[config.mk]
export PLATFORM = sky130hd
export DESIGN_NAME = uart_rx_buf
export DESIGN_NICKNAME = d
export VERILOG_FILES = /design/src/rtl/uart_rx_pkg.sv /design/src/rtl/rx_fifo.sv /design/src/rtl/rx_tmo.sv /design/src/rtl/uart_rx_buf.sv
export SDC_FILE = /design/constraint.sdc
export NUM_CORES = 1
export LEC_CHECK = 0
export ABC_CLOCK_PERIOD_IN_PS = 2600
export BUFFER_PORTS_ARGS = -buffer_cell sky130_fd_sc_hd__clkbuf_2
export CAP_MARGIN = 20
export CORE_MARGIN = 1
export CORE_UTILIZATION = 53
export DETAILED_ROUTE_END_ITERATION = 10
export PLACE_DENSITY = 0.67
export SLEW_MARGIN = 10
export SYNTH_ARGS = -nofsm -noshare
export SYNTH_HDL_FRONTEND = slang
export SYNTH_SLANG_ARGS = --single-unit
[constraint.sdc]
create_clock -name clk_i -period 2.6 [get_ports clk_i]
set_input_delay 0.52 -clock clk_i [delete_from_list [all_inputs] [get_ports clk_i]]
set_output_delay 0.52 -clock clk_i [all_outputs]
set_load 0.03 [all_outputs]
[src/rtl/uart_rx_pkg.sv]
package uart_rx_pkg;
  localparam int unsigned DATA_W       = 8;
  localparam int unsigned FIFO_DEPTH   = 16;
  localparam int unsigned TICKS_PER_BIT = 16;
  localparam int unsigned BITS_PER_CHAR = 10;
  localparam int unsigned TMO_CHARS    = 4;

  function automatic int unsigned trig_level(input logic [1:0] code);
    case (code)
      2'b00:   return 1;
      2'b01:   return 4;
      2'b10:   return 8;
      default: return 14;
    endcase
  endfunction
endpackage

[src/rtl/rx_fifo.sv]
module rx_fifo #(
  parameter int unsigned W     = 8,
  parameter int unsigned DEPTH = 16,
  localparam int unsigned AW   = (DEPTH > 1) ? $clog2(DEPTH) : 1,
  localparam int unsigned CW   = $clog2(DEPTH + 1)
) (
  input  logic          clk_i,
  input  logic          rst_ni,
  input  logic          push_i,
  input  logic          pop_i,
  input  logic [W-1:0]  din_i,
  output logic [W-1:0]  dout_o,
  output logic [CW-1:0] cnt_o,
  output logic          full_o,
  output logic          empty_o
);
  logic [W-1:0]  mem_q [DEPTH];
  logic [AW-1:0] wr_q, rd_q;
  logic [CW-1:0] cnt_q;

  function automatic logic [AW-1:0] nxt(input logic [AW-1:0] p);
    return (p == AW'(DEPTH - 1)) ? '0 : p + AW'(1);
  endfunction

  always_ff @(posedge clk_i) begin
    if (push_i) mem_q[wr_q] <= din_i;
  end

  always_ff @(posedge clk_i or negedge rst_ni) begin
    if (!rst_ni) begin
      wr_q  <= '0;
      rd_q  <= '0;
      cnt_q <= '0;
    end else begin
      if (push_i) wr_q <= nxt(wr_q);
      if (pop_i)  rd_q <= nxt(rd_q);
      case ({push_i, pop_i})
        2'b10:   cnt_q <= cnt_q + CW'(1);
        2'b01:   cnt_q <= cnt_q - CW'(1);
        default: cnt_q <= cnt_q;
      endcase
    end
  end

  assign dout_o  = mem_q[rd_q];
  assign cnt_o   = cnt_q;
  assign full_o  = (cnt_q == CW'(DEPTH));
  assign empty_o = (cnt_q == '0);
endmodule

[src/rtl/rx_tmo.sv]
module rx_tmo #(
  parameter int unsigned LIMIT = 640,
  localparam int unsigned TW   = $clog2(LIMIT + 1)
) (
  input  logic clk_i,
  input  logic rst_ni,
  input  logic en_i,
  input  logic tick_i,
  input  logic restart_i,
  input  logic clr_i,
  output logic pend_o
);
  logic [TW-1:0] cnt_q;
  logic          pend_q;
  logic          hit;

  assign hit = en_i && !restart_i && tick_i && (cnt_q == TW'(LIMIT - 1));

  always_ff @(posedge clk_i or negedge rst_ni) begin
    if (!rst_ni) begin
      cnt_q  <= '0;
      pend_q <= 1'b0;
    end else begin
      if (!en_i || restart_i || hit) cnt_q <= '0;
      else if (tick_i)               cnt_q <= cnt_q + TW'(1);
      if (clr_i)    pend_q <= 1'b0;
      else if (hit) pend_q <= 1'b1;
    end
  end

  assign pend_o = pend_q;
endmodule

[src/rtl/uart_rx_buf.sv]
module uart_rx_buf
  import uart_rx_pkg::*;
(
  input  logic              clk_i,
  input  logic              rst_ni,
  input  logic              mode_fifo_i,
  input  logic [1:0]        thr_sel_i,
  input  logic              rx_ie_i,
  input  logic              baud_tick_i,
  input  logic              rx_valid_i,
  input  logic [DATA_W-1:0] rx_data_i,
  input  logic              rd_i,
  input  logic              clr_ovr_i,
  output logic [DATA_W-1:0] rd_data_o,
  output logic              data_rdy_o,
  output logic              overrun_o,
  output logic              rx_irq_o
);
  localparam int unsigned CW        = $clog2(FIFO_DEPTH + 1);
  localparam int unsigned TMO_TICKS = TMO_CHARS * BITS_PER_CHAR * TICKS_PER_BIT;

  logic [DATA_W-1:0] f_dout, hold_q;
  logic [CW-1:0]     f_cnt;
  logic              f_full, f_empty, f_push, f_pop;
  logic              hold_rdy_q, ovr_q, tmo_pend;
  logic              ovr_set, above;

  assign f_pop  = mode_fifo_i && rd_i && !f_empty;
  assign f_push = mode_fifo_i && rx_valid_i && (!f_full || f_pop);

  rx_fifo #(.W(DATA_W), .DEPTH(FIFO_DEPTH)) u_fifo (
    .clk_i  (clk_i),
    .rst_ni (rst_ni),
    .push_i (f_push),
    .pop_i  (f_pop),
    .din_i  (rx_data_i),
    .dout_o (f_dout),
    .cnt_o  (f_cnt),
    .full_o (f_full),
    .empty_o(f_empty)
  );

  rx_tmo #(.LIMIT(TMO_TICKS)) u_tmo (
    .clk_i    (clk_i),
    .rst_ni   (rst_ni),
    .en_i     (mode_fifo_i && !f_empty),
    .tick_i   (baud_tick_i),
    .restart_i(f_push || f_pop),
    .clr_i    (mode_fifo_i && rd_i),
    .pend_o   (tmo_pend)
  );

  // single-buffer holding register: newest byte always wins
  always_ff @(posedge clk_i or negedge rst_ni) begin
    if (!rst_ni) begin
      hold_q     <= '0;
      hold_rdy_q <= 1'b0;
    end else if (!mode_fifo_i) begin
      if (rx_valid_i) begin
        hold_q     <= rx_data_i;
        hold_rdy_q <= 1'b1;
      end else if (rd_i) begin
        hold_rdy_q <= 1'b0;
      end
    end
  end

  assign ovr_set = mode_fifo_i ? (rx_valid_i && !f_push)
                               : (rx_valid_i && hold_rdy_q && !rd_i);

  always_ff @(posedge clk_i or negedge rst_ni) begin
    if (!rst_ni)        ovr_q <= 1'b0;
    else if (ovr_set)   ovr_q <= 1'b1;
    else if (clr_ovr_i) ovr_q <= 1'b0;
  end

  assign above      = int'(f_cnt) > int'(trig_level(thr_sel_i));
  assign rd_data_o  = mode_fifo_i ? f_dout : hold_q;
  assign data_rdy_o = mode_fifo_i ? !f_empty : hold_rdy_q;
  assign overrun_o  = ovr_q;
  assign rx_irq_o   = rx_ie_i && (mode_fifo_i ? (above || tmo_pend) : hold_rdy_q);
endmodule

==> metrics.cfg, run 1 <==
[synth]
yosys.area.top_type = edfxtp_1
synth_area_leaders = edfxtp_1, dfrtp_1, mux2i_1
synthArstFlopShare_pct = 21.0
synth_top_flop_cell = edfxtp_1
synth_top_area_share_pct = 55.2
synth.distinct_cells = 44
synth_compound_area_share_pct = 3.81
syn_nets = 480
netlist_instances = 447
synth_fa_ha_area_share_pct = 2.80
ys_seq_elements = 162
synth-edff-count = 128
syn_area_per_cell_um2 = 15.6
synth_top_family_by_area = multiplexers
synth.area.mux_share_pct = 13.7
synthSimpleGateAreaFrac_pct = 7.68
syn-cell-area_mm2 = 0.00696
yosysSeqAreaShare_pct = 67.4
synth_xor_xnor_area_share_pct = 2.01
ys_warn_count = 0

[detailed_routing]
routedWlPerCell_um = 20.9
drt_first_pass_iters = 5
vias = 4018
avgViaCountPerCell = 5.82
drtAntennaViolNets = 0
totalWireLength_mm = 14.4
drc = 0
drt_iter0_markers = 354

[global_route]
busiest_layer = met2
grt_pass1_wl_mm = 21.7
grt_max_degree = 32
grt_pass1_vias = 3939
globalRouteMet1Util_pct = 31.3
globalRoute.totalOverflow = 0
antenna_found_initial = 0
grt_usage_pct = 23.0
met3_usage_pct = 6.54
grt_use_met2_pct = 35.6

[layout]
diodes = 0
areaGrowthSynthToFinish_pct = 18.1
nFillCells = 939
drive_gt1_share_pct = 26.8
final_core_util_pct = 64.6
nNetsFinal = 541

[critical_path]
worst_setup_path_end_kind = output pin
worst-path-buf-inv = 2
crit_fanout = 8
start_kind = register
worst_path_largest_cell_delay_ns = 0.52
arrival_ns = 2.21
path_cells = buf_12, mux4_2, mux2_4, o22ai_1, nor2_1, clkbuf_8
required_ns = 2.08
crit_family = multiplexers
critPathKind = reg2out
slowest_stage = mux4_2

[timing]
worstMarginPinSlew_ns = 0.651
finalMaxSlewViolations = 0
rsz0062_at_grt = yes
clock_skew_ns = 0.00756
hold_violations = 0
fin_ws_ns = -0.130
fin_crit_ns = 2.73
fin_crit_sh_pct = 105
finalSetupViolCount = 8
max_clock_freq_mhz = 366
slew_headroom_pct = 56.6

[floorplan]
io_pins = 29
core_area_mm2 = 0.0127
fp.dieH_um = 117
die-area_mm2 = 0.0136
fp.dieW_um = 117
start_util_pct = 54.7
rows = 41

[clock_tree]
path_clk_slew_ns = 0.06
cts_sinks = 162
cts_root_buffer = clkbuf_16
clk-insertion-delay-late_ns = 0.43
htreeDepth = 4
clk_path_buf_depth = 2
numCtsBuffers = 17
cts_hold_buffers = 0
cts_tree = built

[placed_design]
portBuffers = 28
gp_congestion = 0.753
post-place-ws_ns = 0.114
hpwl_mm = 9.20

[job]
maxCapViolCount = 0

[power]
peakVddDrop_uv = 494
p_leak_nw = 3.04
power_mw = 8.07
power.density_mw_per_mm2 = 982

[run_status]
status = finished with violations
violations = setup timing

[hold_path]
min_path_type = in2async

-- stage by stage --
stage | instance area (um^2) | cells | hold WS (ns) | setup TNS, ns
detailed placement | 7440 | 651 | 0.500 | 0
CTS | 8170 | 686 | 0.129 | -1.08
global route | 8220 | 690 | 0.154 | -1.46
global placement | 7440 | 651 | 0.491 | 0
floorplan | 6960 | 447 | 0.224 | 0
finish | 8220 | 690 | 0.116 | -0.899
-- worst register-to-register path: cells and delay by family, from the launching register on --
kind                     cells  cell delay (ns)
adder cells (fa/ha/maj)      1             0.27
AND/OR/NAND/NOR              1             0.40
buffers and inverters        1             0.11
AO/OA/AOI/OAI                3             0.60
XOR/XNOR                     1             0.07
multiplexers                 1             0.26
flip-flops                   1             0.44
-- synth_stat cells (2+ instances only) --
master and n:
nand2_1 12, mux4_2 6, a21oi_1 5, o22ai_1 17, nor2_1 37, xor2_1 9
dfrtp_1 34, clkbuf_1 9, nor2b_1 2, o21ai_0 8, xnor2_1 7, a31oi_1 3
buf_2 6, nor3_1 12, a21o_1 2, ha_1 14, buf_4 2, and3_1 3
inv_1 16, mux4_1 10, mux2_2 19, nand2b_1 6, and2_1 4, nand4_1 5
nand3_1 9, nor4_1 12, mux2i_1 34, edfxtp_1 128
-- path summary, 6_finish.rpt --
path | from | endpoint | slack, ns | depth (start not counted)
max in group asynchronous | rst_ni | hold_q[6] | 1.87 | 2
min reg2reg | hold_q[1] | hold_q[1] | 0.51 | 1
min in group clk_i | clr_ovr_i | overrun_o | 0.27 | 2
max reg2reg | u_fifo.cnt_o[1] | u_fifo.cnt_o[3] | 0.33 | 8
min | rst_ni | u_fifo.cnt_o[3] | 0.12 | 1
max | u_fifo.rd_q[0] | rd_data_o[1] | -0.13 | 6
-- area by class of cell --
| type | count | area [um^2] | share of cell area, % |
|---|---|---|---|
| inverter | 16 | 60.1 | 0.731 |
| clock buffer | 21 | 440 | 5.36 |
| clock inverter | 8 | 90.1 | 1.10 |
| multi-input combinational | 248 | 2200 | 26.8 |
| sequential | 162 | 4700 | 57.1 |
| tap | 172 | 215 | 2.62 |
| timing repair buffer | 63 | 518 | 6.30 |
-- cell families after synthesis --
group,after synthesis
DFF,162
AOI/OAI and AO/OA,42
xor gates and xnor gates,16
and+or+nand+nor,106
adders and majority gates,15
buffers and inverters,37
muxes,69
-- layout by cell type (no fill, tap or decap), types with 6 or more instances in the layout --
master,instances
clkbuf_2,20
buf_4,31
mux2_4,7
nor2_1,33
ha_1,14
edfxtp_1,128
inv_1,16
xnor2_1,7
nand3_1,9
nor4_1,7
mux4_2,16
o22ai_1,11
mux2_2,12
nand2_1,12
o21ai_0,8
mux2i_1,33
clkbuf_8,6
xor2_1,9
dfrtp_1,33
nor3_1,12
clkbuf_16,17
-- power by group --
part / internal [mW] / total [mW] / switching (mW) / leakage, nW
Combinational: 1.25 / 2.56 / 1.31 / 1.20
Sequential: 3.01 / 3.22 / 0.213 / 1.58
Clock: 1.38 / 2.29 / 0.910 / 0.259
-- state kept, by name, indices dropped and copies added, names as in the netlist --
signal / flops
hold_q: 8
hold_rdy_q: 1
overrun_o: 1
u_fifo.cnt_o: 5
u_fifo.mem_q: 128
u_fifo.rd_q: 4
u_fifo.wr_q: 4
u_tmo.cnt_q: 10
u_tmo.pend_o: 1
-- metal layers --
metal / vias to the layer above / share of wire [%] / wire (um)
met2: 132 / 49 / 7090
li1: 1828 / - / -
met1: 2046 / 44 / 6390
met5: - / 0 / 0
met4: 0 / 0.96 / 139
met3: 12 / 5.7 / 817
-- what timing repair did --
action                     4_1_cts  5_1_grt
gates cloned                     1        0
pin swaps                        4        4
buffers inserted                 5        5
setup endpoints to repair        8        8
resized for setup               45       12
Note: power is estimated with default switching activity, not from simulation.
==> run 2: changes to the inputs <==
--- a/config.mk
+++ b/config.mk
@@ -8,8 +8,8 @@
 export ABC_CLOCK_PERIOD_IN_PS = 2600
 export BUFFER_PORTS_ARGS = -buffer_cell sky130_fd_sc_hd__clkbuf_2
-export CAP_MARGIN = 20
 export CORE_MARGIN = 1
 export CORE_UTILIZATION = 53
 export DETAILED_ROUTE_END_ITERATION = 10
+export GPL_ROUTABILITY_DRIVEN = 0
 export PLACE_DENSITY = 0.67
 export SLEW_MARGIN = 10
==> constraint.sdc (replaced) <==
create_clock -name clk_i -period 2.6 [get_ports clk_i]
set_input_delay 0.52 -clock clk_i [delete_from_list [all_inputs] [get_ports clk_i]]
set_output_delay 0.52 -clock clk_i [all_outputs]
set_load 0.01 [all_outputs]
==> run 2 against run 1 <==
The flow still finishes with violations (setup timing). Critical path type unchanged. Sequential cell count unchanged. First-iteration DRC count decreased by 3.1%. Final cell count increased by 0.29%. Count of clock-buffer cells in the layout decreased by 3. Sequential share of layout area increased by 0.19 points. Die area unchanged. Clock power increased by 4%.
==> metrics.cfg, run 2 (synthesized netlist as in run 1, its figures left out) <==
[layout]
drive_gt1_share_pct = 27.3  ; was 26.8%
largest-register = u_fifo.mem_q  ; unchanged
diodes = 0  ; unchanged
nNetsFinal = 540  ; was 541
final_cell_mix = edfxtp_1, nor2_1, mux2i_1, dfrtp_1  ; was edfxtp_1, nor2_1, mux2i_1, dfrtp_1, buf_4
finalNonFillerCells = 692  ; was 690
largest_reg_flops = 128  ; unchanged
largestRegisters = u_fifo.mem_q: 128 flops, u_tmo.cnt_q: 10 flops, hold_q: 8 flops  ; unchanged
final_area_mm2 = 0.00819  ; was 0.00822 mm^2
mostFrequentLayoutCell = edfxtp_1  ; unchanged
areaGrowthSynthToFinish_pct = 17.7  ; was 18.1%

[detailed_routing]
avgViaCountPerCell = 5.70  ; was 5.82
routedWlPerCell_um = 20.8  ; was 20.9 um
drtAntennaViolNets = 0  ; unchanged
drt_first_pass_iters = 4  ; was 5
drc = 0  ; unchanged
vias = 3947  ; was 4018
totalWireLength_mm = 14.4  ; about the same
drt_iter0_markers = 343  ; was 354

[timing]
fin_ws_ns = -0.0821  ; was -0.130 ns
worstMarginPinSlew_ns = 0.629  ; was 0.651 ns
fin_hold_ws_ns = 0.0623  ; was 0.116 ns
finalMaxSlewViolations = 0  ; unchanged
rsz0062_at_grt = yes  ; unchanged
hold_violations = 0  ; unchanged
slew_headroom_pct = 58.0  ; was 56.6%
fin_crit_ns = 2.68  ; was 2.73 ns
fin_crit_sh_pct = 103  ; was 105%
clock_skew_ns = 0.00597  ; was 0.00756 ns
finalSetupViolCount = 8  ; unchanged
tns_ns = -0.515  ; was -0.899 ns
max_clock_freq_mhz = 373  ; was 366 MHz

[global_route]
grt_pass1_wl_mm = 21.8  ; was 21.7 mm
antenna_found_initial = 0  ; unchanged
grt_usage_pct = 22.9  ; was 23.0%
globalRoute.totalOverflow = 0  ; unchanged
grt_pass1_vias = 3972  ; was 3939
grt_max_degree = 38  ; was 32

[floorplan]
start_util_pct = 54.7  ; unchanged
rows = 41  ; unchanged
io_pins = 29  ; unchanged
core_area_mm2 = 0.0127  ; unchanged
die-area_mm2 = 0.0136  ; unchanged
fp.dieH_um = 117  ; unchanged
fp.dieW_um = 117  ; unchanged

[clock_tree]
htreeDepth = 4  ; unchanged
cts_tree = built  ; unchanged
clk_path_buf_depth = 2  ; unchanged
numCtsBuffers = 17  ; unchanged
path_clk_slew_ns = 0.06  ; about the same
cts_root_buffer = clkbuf_16  ; unchanged
clk-insertion-delay-late_ns = 0.42  ; was 0.43 ns
cts_hold_buffers = 0  ; unchanged
cts_sinks = 162  ; unchanged

[power]
p_leak_nw = 3.02  ; was 3.04 nW
power_mw = 7.99  ; was 8.07 mW
power.density_mw_per_mm2 = 975  ; was 982 mW/mm^2
peakVddDrop_uv = 585  ; was 494 uV

[run_status]
violations = setup timing  ; unchanged
status = finished with violations  ; unchanged

[critical_path]
slowest_stage = mux4_2  ; unchanged
required_ns = 2.08  ; about the same
path_cells = buf_8, mux4_2, mux2_4, o22ai_4, nor2_1, clkbuf_2  ; was buf_12, mux4_2, mux2_4, o22ai_1, nor2_1, clkbuf_8
timing.rr.end = u_fifo.cnt_o[3]  ; unchanged
crit_family = multiplexers  ; unchanged
worst_path_largest_cell_delay_ns = 0.53  ; was 0.52 ns
worst_setup_path_end_kind = output pin  ; unchanged
rr_startpoint = u_fifo.cnt_o[1]  ; unchanged
crit_fanout = 8  ; unchanged
worst-path-buf-inv = 2  ; unchanged
start_kind = register  ; unchanged
arrival_ns = 2.16  ; was 2.21 ns
reg2reg_slack_ns = 0.24  ; was 0.33 ns
critPathKind = reg2out  ; unchanged
rr_worst_depth = 8  ; unchanged

[placed_design]
portBuffers = 28  ; unchanged
place_inst = 651  ; unchanged
placed_area_mm2 = 0.00742  ; was 0.00744 mm^2
hpwl_mm = 9.01  ; was 9.20 mm

[hold_path]
min_path_type = in2async  ; unchanged

[job]
maxCapViolCount = 0  ; unchanged

run 2: how the worst max path moves through the flow:
stage / startpoint / end / cells after the start
after floorplan: mode_fifo_i / u_fifo.mem_q[3][0] / 5
after CTS: u_fifo.rd_q[0] / rd_data_o[6] / 7
after global placement: mode_fifo_i / u_fifo.cnt_o[4] / 9
final: u_fifo.rd_q[0] / rd_data_o[3] / 6
after global routing: u_fifo.rd_q[0] / rd_data_o[3] / 6
after detailed placement: mode_fifo_i / u_fifo.cnt_o[4] / 9
run 2: timing repair:
item / in CTS / in global routing
resized for setup: 33 / 6
endpoints found under the setup margin: 8 / 8
gates cloned: 1 / 2
pin swaps: 3 / 2
buffers inserted: 3 / 5
run 2: through the flow:
stage | utilization, % | setup slack (ns)
after detailed placement | 58.3 | 0.186
final | 64.4 | -0.0821
after CTS | 63.8 | -0.142
after global placement | 58.3 | 0.220
after global routing | 64.4 | -0.161
after floorplan | - | 0.0912
run 2: layout make-up:
type | count | area, um^2
clock buffers | 18 | 429
clock inverters | 14 | 141
fillers | 933 | 4530
multi-input cells | 248 | 2170
inverters | 16 | 60.1
well taps | 172 | 215
repair buffers | 62 | 478
flip-flops and latches | 162 | 4700
run 2: worst register-to-register path: cells and delay by family (launching register included):
family | cells | cell delay, ns
multiplexers | 1 | 0.27
AO/OA/AOI/OAI | 3 | 0.62
XOR/XNOR | 1 | 0.10
AND/OR/NAND/NOR | 1 | 0.42
adder cells (fa/ha/maj) | 1 | 0.28
flip-flops | 1 | 0.45
buffers and inverters | 1 | 0.10
run 2: layer usage:
layer / vias to the layer above / global-route usage, % / wire length, um
met5: - / 0 / 0
met2: 93 / 36.6 / 6990
met3: 15 / 6.07 / 541
li1: 1835 / - / -
met1: 2004 / 30.3 / 6640
met4: 0 / 8.86 / 193
run 2: power breakdown:
part / switching [mW] / total (mW) / internal [mW]
Clock: 0.984 / 2.39 / 1.40
Sequential: 0.215 / 3.22 / 3.01
Combinational: 1.21 / 2.38 / 1.16
==> run 3: changes to the inputs <==
- ABC_AREA: unset -> 1
- SYNTH_HIERARCHICAL: unset -> 1
==> run 3 against run 2 <==
The run still ends with setup timing left. Wire length increased by 14%. Combinational power grew 26%. Count of clock-buffer cells in the layout increased by 8. Register-to-register slack worse by 0.03 ns. Die area increased by 5.6%. Critical endpoint is now rd_data_o[4]. Sequential share of layout area shrank 2.6 points. Highest routed layer unchanged. Total power grew 7.9%.
==> metrics.cfg, run 3 <==
[run_status]
status = finished with violations  ; unchanged
violations = setup timing  ; unchanged

[layout]
diodes = 0  ; unchanged
largestRegisters = u_fifo/mem_q: 128 flops, u_tmo/cnt_q: 10 flops, hold_q: 8 flops  ; was u_fifo.mem_q: 128 flops, u_tmo.cnt_q: 10 flops, hold_q: 8 flops
nFillCells = 1078  ; was 933
mostFrequentLayoutCell = nor2_1  ; was edfxtp_1
largest_reg_flops = 128  ; unchanged
nNetsFinal = 810  ; was 540
areaGrowthSynthToFinish_pct = 16.7  ; was 17.7%
largest-register = u_fifo/mem_q  ; was u_fifo.mem_q
final_area_mm2 = 0.00858  ; was 0.00819 mm^2
drive_gt1_share_pct = 16.4  ; was 27.3%
final_cell_mix = nor2_1, nand2_1, edfxtp_1  ; was edfxtp_1, nor2_1, mux2i_1, dfrtp_1
final_core_util_pct = 64.1  ; was 64.4%

[critical_path]
worst_path_largest_cell_delay_ns = 0.52  ; was 0.53 ns
start_kind = register  ; unchanged
crit_family = simple AND/OR/NAND/NOR gates  ; was multiplexers
path_cells = clkinv_8, buf_12, nor2_2, nor2_1, o21ai_1, nand3_1, nand3_2, nand2_2, nand2_1, o21ai_1, buf_2  ; was buf_8, mux4_2, mux2_4, o22ai_4, nor2_1, clkbuf_2
arrival_ns = 2.13  ; was 2.16 ns
critPathKind = reg2out  ; unchanged
worst_setup_path_end_kind = output pin  ; unchanged
crit_fanout = 7  ; was 8
worst-path-buf-inv = 3  ; was 2
slowest_stage = dfrtp_2  ; was mux4_2
required_ns = 2.08  ; about the same
cpMostUsedCell = o21ai_1

[clock_tree]
cts_root_buffer = clkbuf_16  ; unchanged
cts_sinks = 162  ; unchanged
numCtsBuffers = 17  ; unchanged
path_clk_slew_ns = 0.06  ; about the same
cts_hold_buffers = 0  ; unchanged
cts_tree = built  ; unchanged
clk-insertion-delay-late_ns = 0.43  ; was 0.42 ns
clk_path_buf_depth = 2  ; unchanged
htreeDepth = 4  ; unchanged

[timing]
hold_violations = 0  ; unchanged
max_clock_freq_mhz = 377  ; was 373 MHz
fin_hold_ws_ns = 0.215  ; was 0.0623 ns
fin_crit_ns = 2.65  ; was 2.68 ns
tns_ns = -0.0721  ; was -0.515 ns
worstMarginPinSlew_ns = 0.895  ; was 0.629 ns
clock_skew_ns = 0.00880  ; was 0.00597 ns
rsz0062_at_grt = yes  ; unchanged
fin_ws_ns = -0.0505  ; was -0.0821 ns
finalMaxSlewViolations = 0  ; unchanged
fin_crit_sh_pct = 102  ; was 103%
finalSetupViolCount = 2  ; was 8
slew_headroom_pct = 40.3  ; was 58.0%

[synth]
ys_warn_count = 6  ; was 0
yosys.area.top_type = edfxtp_1  ; unchanged
synth_top_family_by_area = simple AND/OR/NAND/NOR gates  ; was multiplexers
yosysSeqAreaShare_pct = 63.8  ; was 67.4%
synthArstFlopShare_pct = 21.0  ; unchanged
synth_area_leaders = edfxtp_1, dfrtp_1, nor2_1  ; was edfxtp_1, dfrtp_1, mux2i_1
syn-cell-area_mm2 = 0.00735  ; was 0.00696 mm^2
syn_nets = 755  ; was 480
synth_top_area_share_pct = 52.3  ; was 55.2%
yosys.cell_count.top_type = nor2_1  ; was edfxtp_1
synth-edff-count = 128  ; unchanged
syn_area_per_cell_um2 = 10.2  ; was 15.6 um^2
ys_seq_elements = 162  ; unchanged
synth_fa_ha_area_share_pct = 2.38  ; was 2.80%
netlist_instances = 723  ; was 447
synth_top_flop_cell = edfxtp_1  ; unchanged
synth.area.mux_share_pct = 0  ; was 13.7%
synthSimpleGateAreaFrac_pct = 20.1  ; was 7.68%
synth.distinct_cells = 33  ; was 44
synth_compound_area_share_pct = 7.04  ; was 3.81%
synth_xor_xnor_area_share_pct = 0.834  ; was 2.01%
synth_common_cells = nor2_1, nand2_1, edfxtp_1, nand3_1, inv_1  ; was edfxtp_1, nor2_1, dfrtp_1, mux2i_1, mux2_2

[floorplan]
die-area_mm2 = 0.0144  ; was 0.0136 mm^2
start_util_pct = 54.9  ; was 54.7%
core_area_mm2 = 0.0134  ; was 0.0127 mm^2
fp.dieH_um = 120  ; was 117 um
io_pins = 29  ; unchanged
fp.dieW_um = 120  ; was 117 um
rows = 42  ; was 41

[global_route]
grt_max_degree = 35  ; was 38
globalRoute.totalOverflow = 0  ; unchanged
grt_pass1_wl_mm = 25.4  ; was 21.8 mm
grt_pass1_vias = 5048  ; was 3972
antenna_found_initial = 0  ; unchanged
grt_usage_pct = 24.0  ; was 22.9%

[detailed_routing]
drtAntennaViolNets = 0  ; unchanged
drt_first_pass_iters = 8  ; was 4
drc = 0  ; unchanged
vias = 5273  ; was 3947
routedWlPerCell_um = 17.0  ; was 20.8 um
totalWireLength_mm = 16.4  ; was 14.4 mm
drt_iter0_markers = 437  ; was 343
avgViaCountPerCell = 5.45  ; was 5.70

[job]
maxCapViolCount = 0  ; unchanged

[hold_path]
min_path_type = in2async  ; unchanged

[placed_design]
placed_area_mm2 = 0.00778  ; was 0.00742 mm^2
hpwl_mm = 10.5  ; was 9.01 mm
portBuffers = 28  ; unchanged

[power]
p_leak_nw = 3.48  ; was 3.02 nW
power.density_mw_per_mm2 = 1000  ; was 975 mW/mm^2
power_mw = 8.62  ; was 7.99 mW
peakVddDrop_uv = 435  ; was 585 uV

## run 3: changes by cell type after synthesis, moves of 11 or more
cell | before | now
nand2_1 | 12 | 136
nor2_1 | 37 | 137
nand3_1 | 9 | 68
o21ai_0 | 8 | 56
inv_1 | 16 | 60
mux2i_1 | 34 | 0
mux2_2 | 19 | 0
o211ai_1 | 0 | 17
o22ai_1 | 17 | 0
nor4_1 | 12 | 0
nor3_1 | 12 | 1
## run 3: cell families after synthesis
logic type               count (synthesis)
AND/OR/NAND/NOR                        356
adder cells (fa/ha/maj)                 14
flip-flops                             162
XOR/XNOR                                 7
AO/OA/AOI/OAI                           91
buffers and inverters                   93
## run 3: stage by stage
step,std cells,setup WS [ns]
2_1_floorplan,723,0.335
5_1_grt,967,-0.166
3_3_place_gp,930,0.305
3_5_place_dp,930,0.198
6_report,967,-0.0505
4_1_cts,962,0.00756
## run 3: path summary, 6_finish.rpt
| kind | from | end | slack (ns) | depth (start not counted) |
|---|---|---|---|---|
| setup / recovery | u_fifo/rd_q[0] | rd_data_o[4] | -0.05 | 11 |
| hold / removal | rst_ni | u_tmo/cnt_q[2] | 0.21 | 1 |
| setup reg to reg | u_fifo/cnt_o[2] | u_fifo/cnt_o[4] | 0.21 | 18 |
| hold reg to reg | hold_q[3] | hold_q[3] | 0.47 | 2 |
| max in group asynchronous | rst_ni | u_fifo/rd_q[0] | 1.77 | 1 |
| min in group clk_i | clr_ovr_i | overrun_o | 0.36 | 2 |
## run 3: power breakdown
| group | leakage, nW | switching, mW | internal, mW |
|---|---|---|---|
| registers | 1.58 | 0.188 | 3.00 |
| clock network | 0.288 | 0.926 | 1.51 |
| logic | 1.61 | 1.90 | 1.09 |
## run 3: final cells by class
type | count | area, um^2 | area share [%]
flip-flops and latches | 162 | 4700 | 54.7
repair buffers | 63 | 503 | 5.86
well taps | 176 | 220 | 2.57
clock inverters | 6 | 80.1 | 0.933
inverters | 65 | 258 | 3.00
repair inverters | 1 | 11.3 | 0.131
multi-input cells | 468 | 2320 | 27.0
clock buffers | 26 | 499 | 5.82
## run 3: per-layer routing
layer,track usage [%],vias to the layer above,routed length (um)
li1,-,2541,-
met1,31.7,2536,7220
met2,38.8,171,7970
met3,5.37,25,865
met4,9.22,0,350
met5,0,-,0
## run 3: repair_timing
item | CTS | global route
gates resized for setup | 7 | 62
setup endpoints to repair | 8 | 9
gates cloned | 0 | 2
buffers inserted | 0 | 3
endpoints found under the hold margin | 0 | 0
pin swaps | 0 | 17
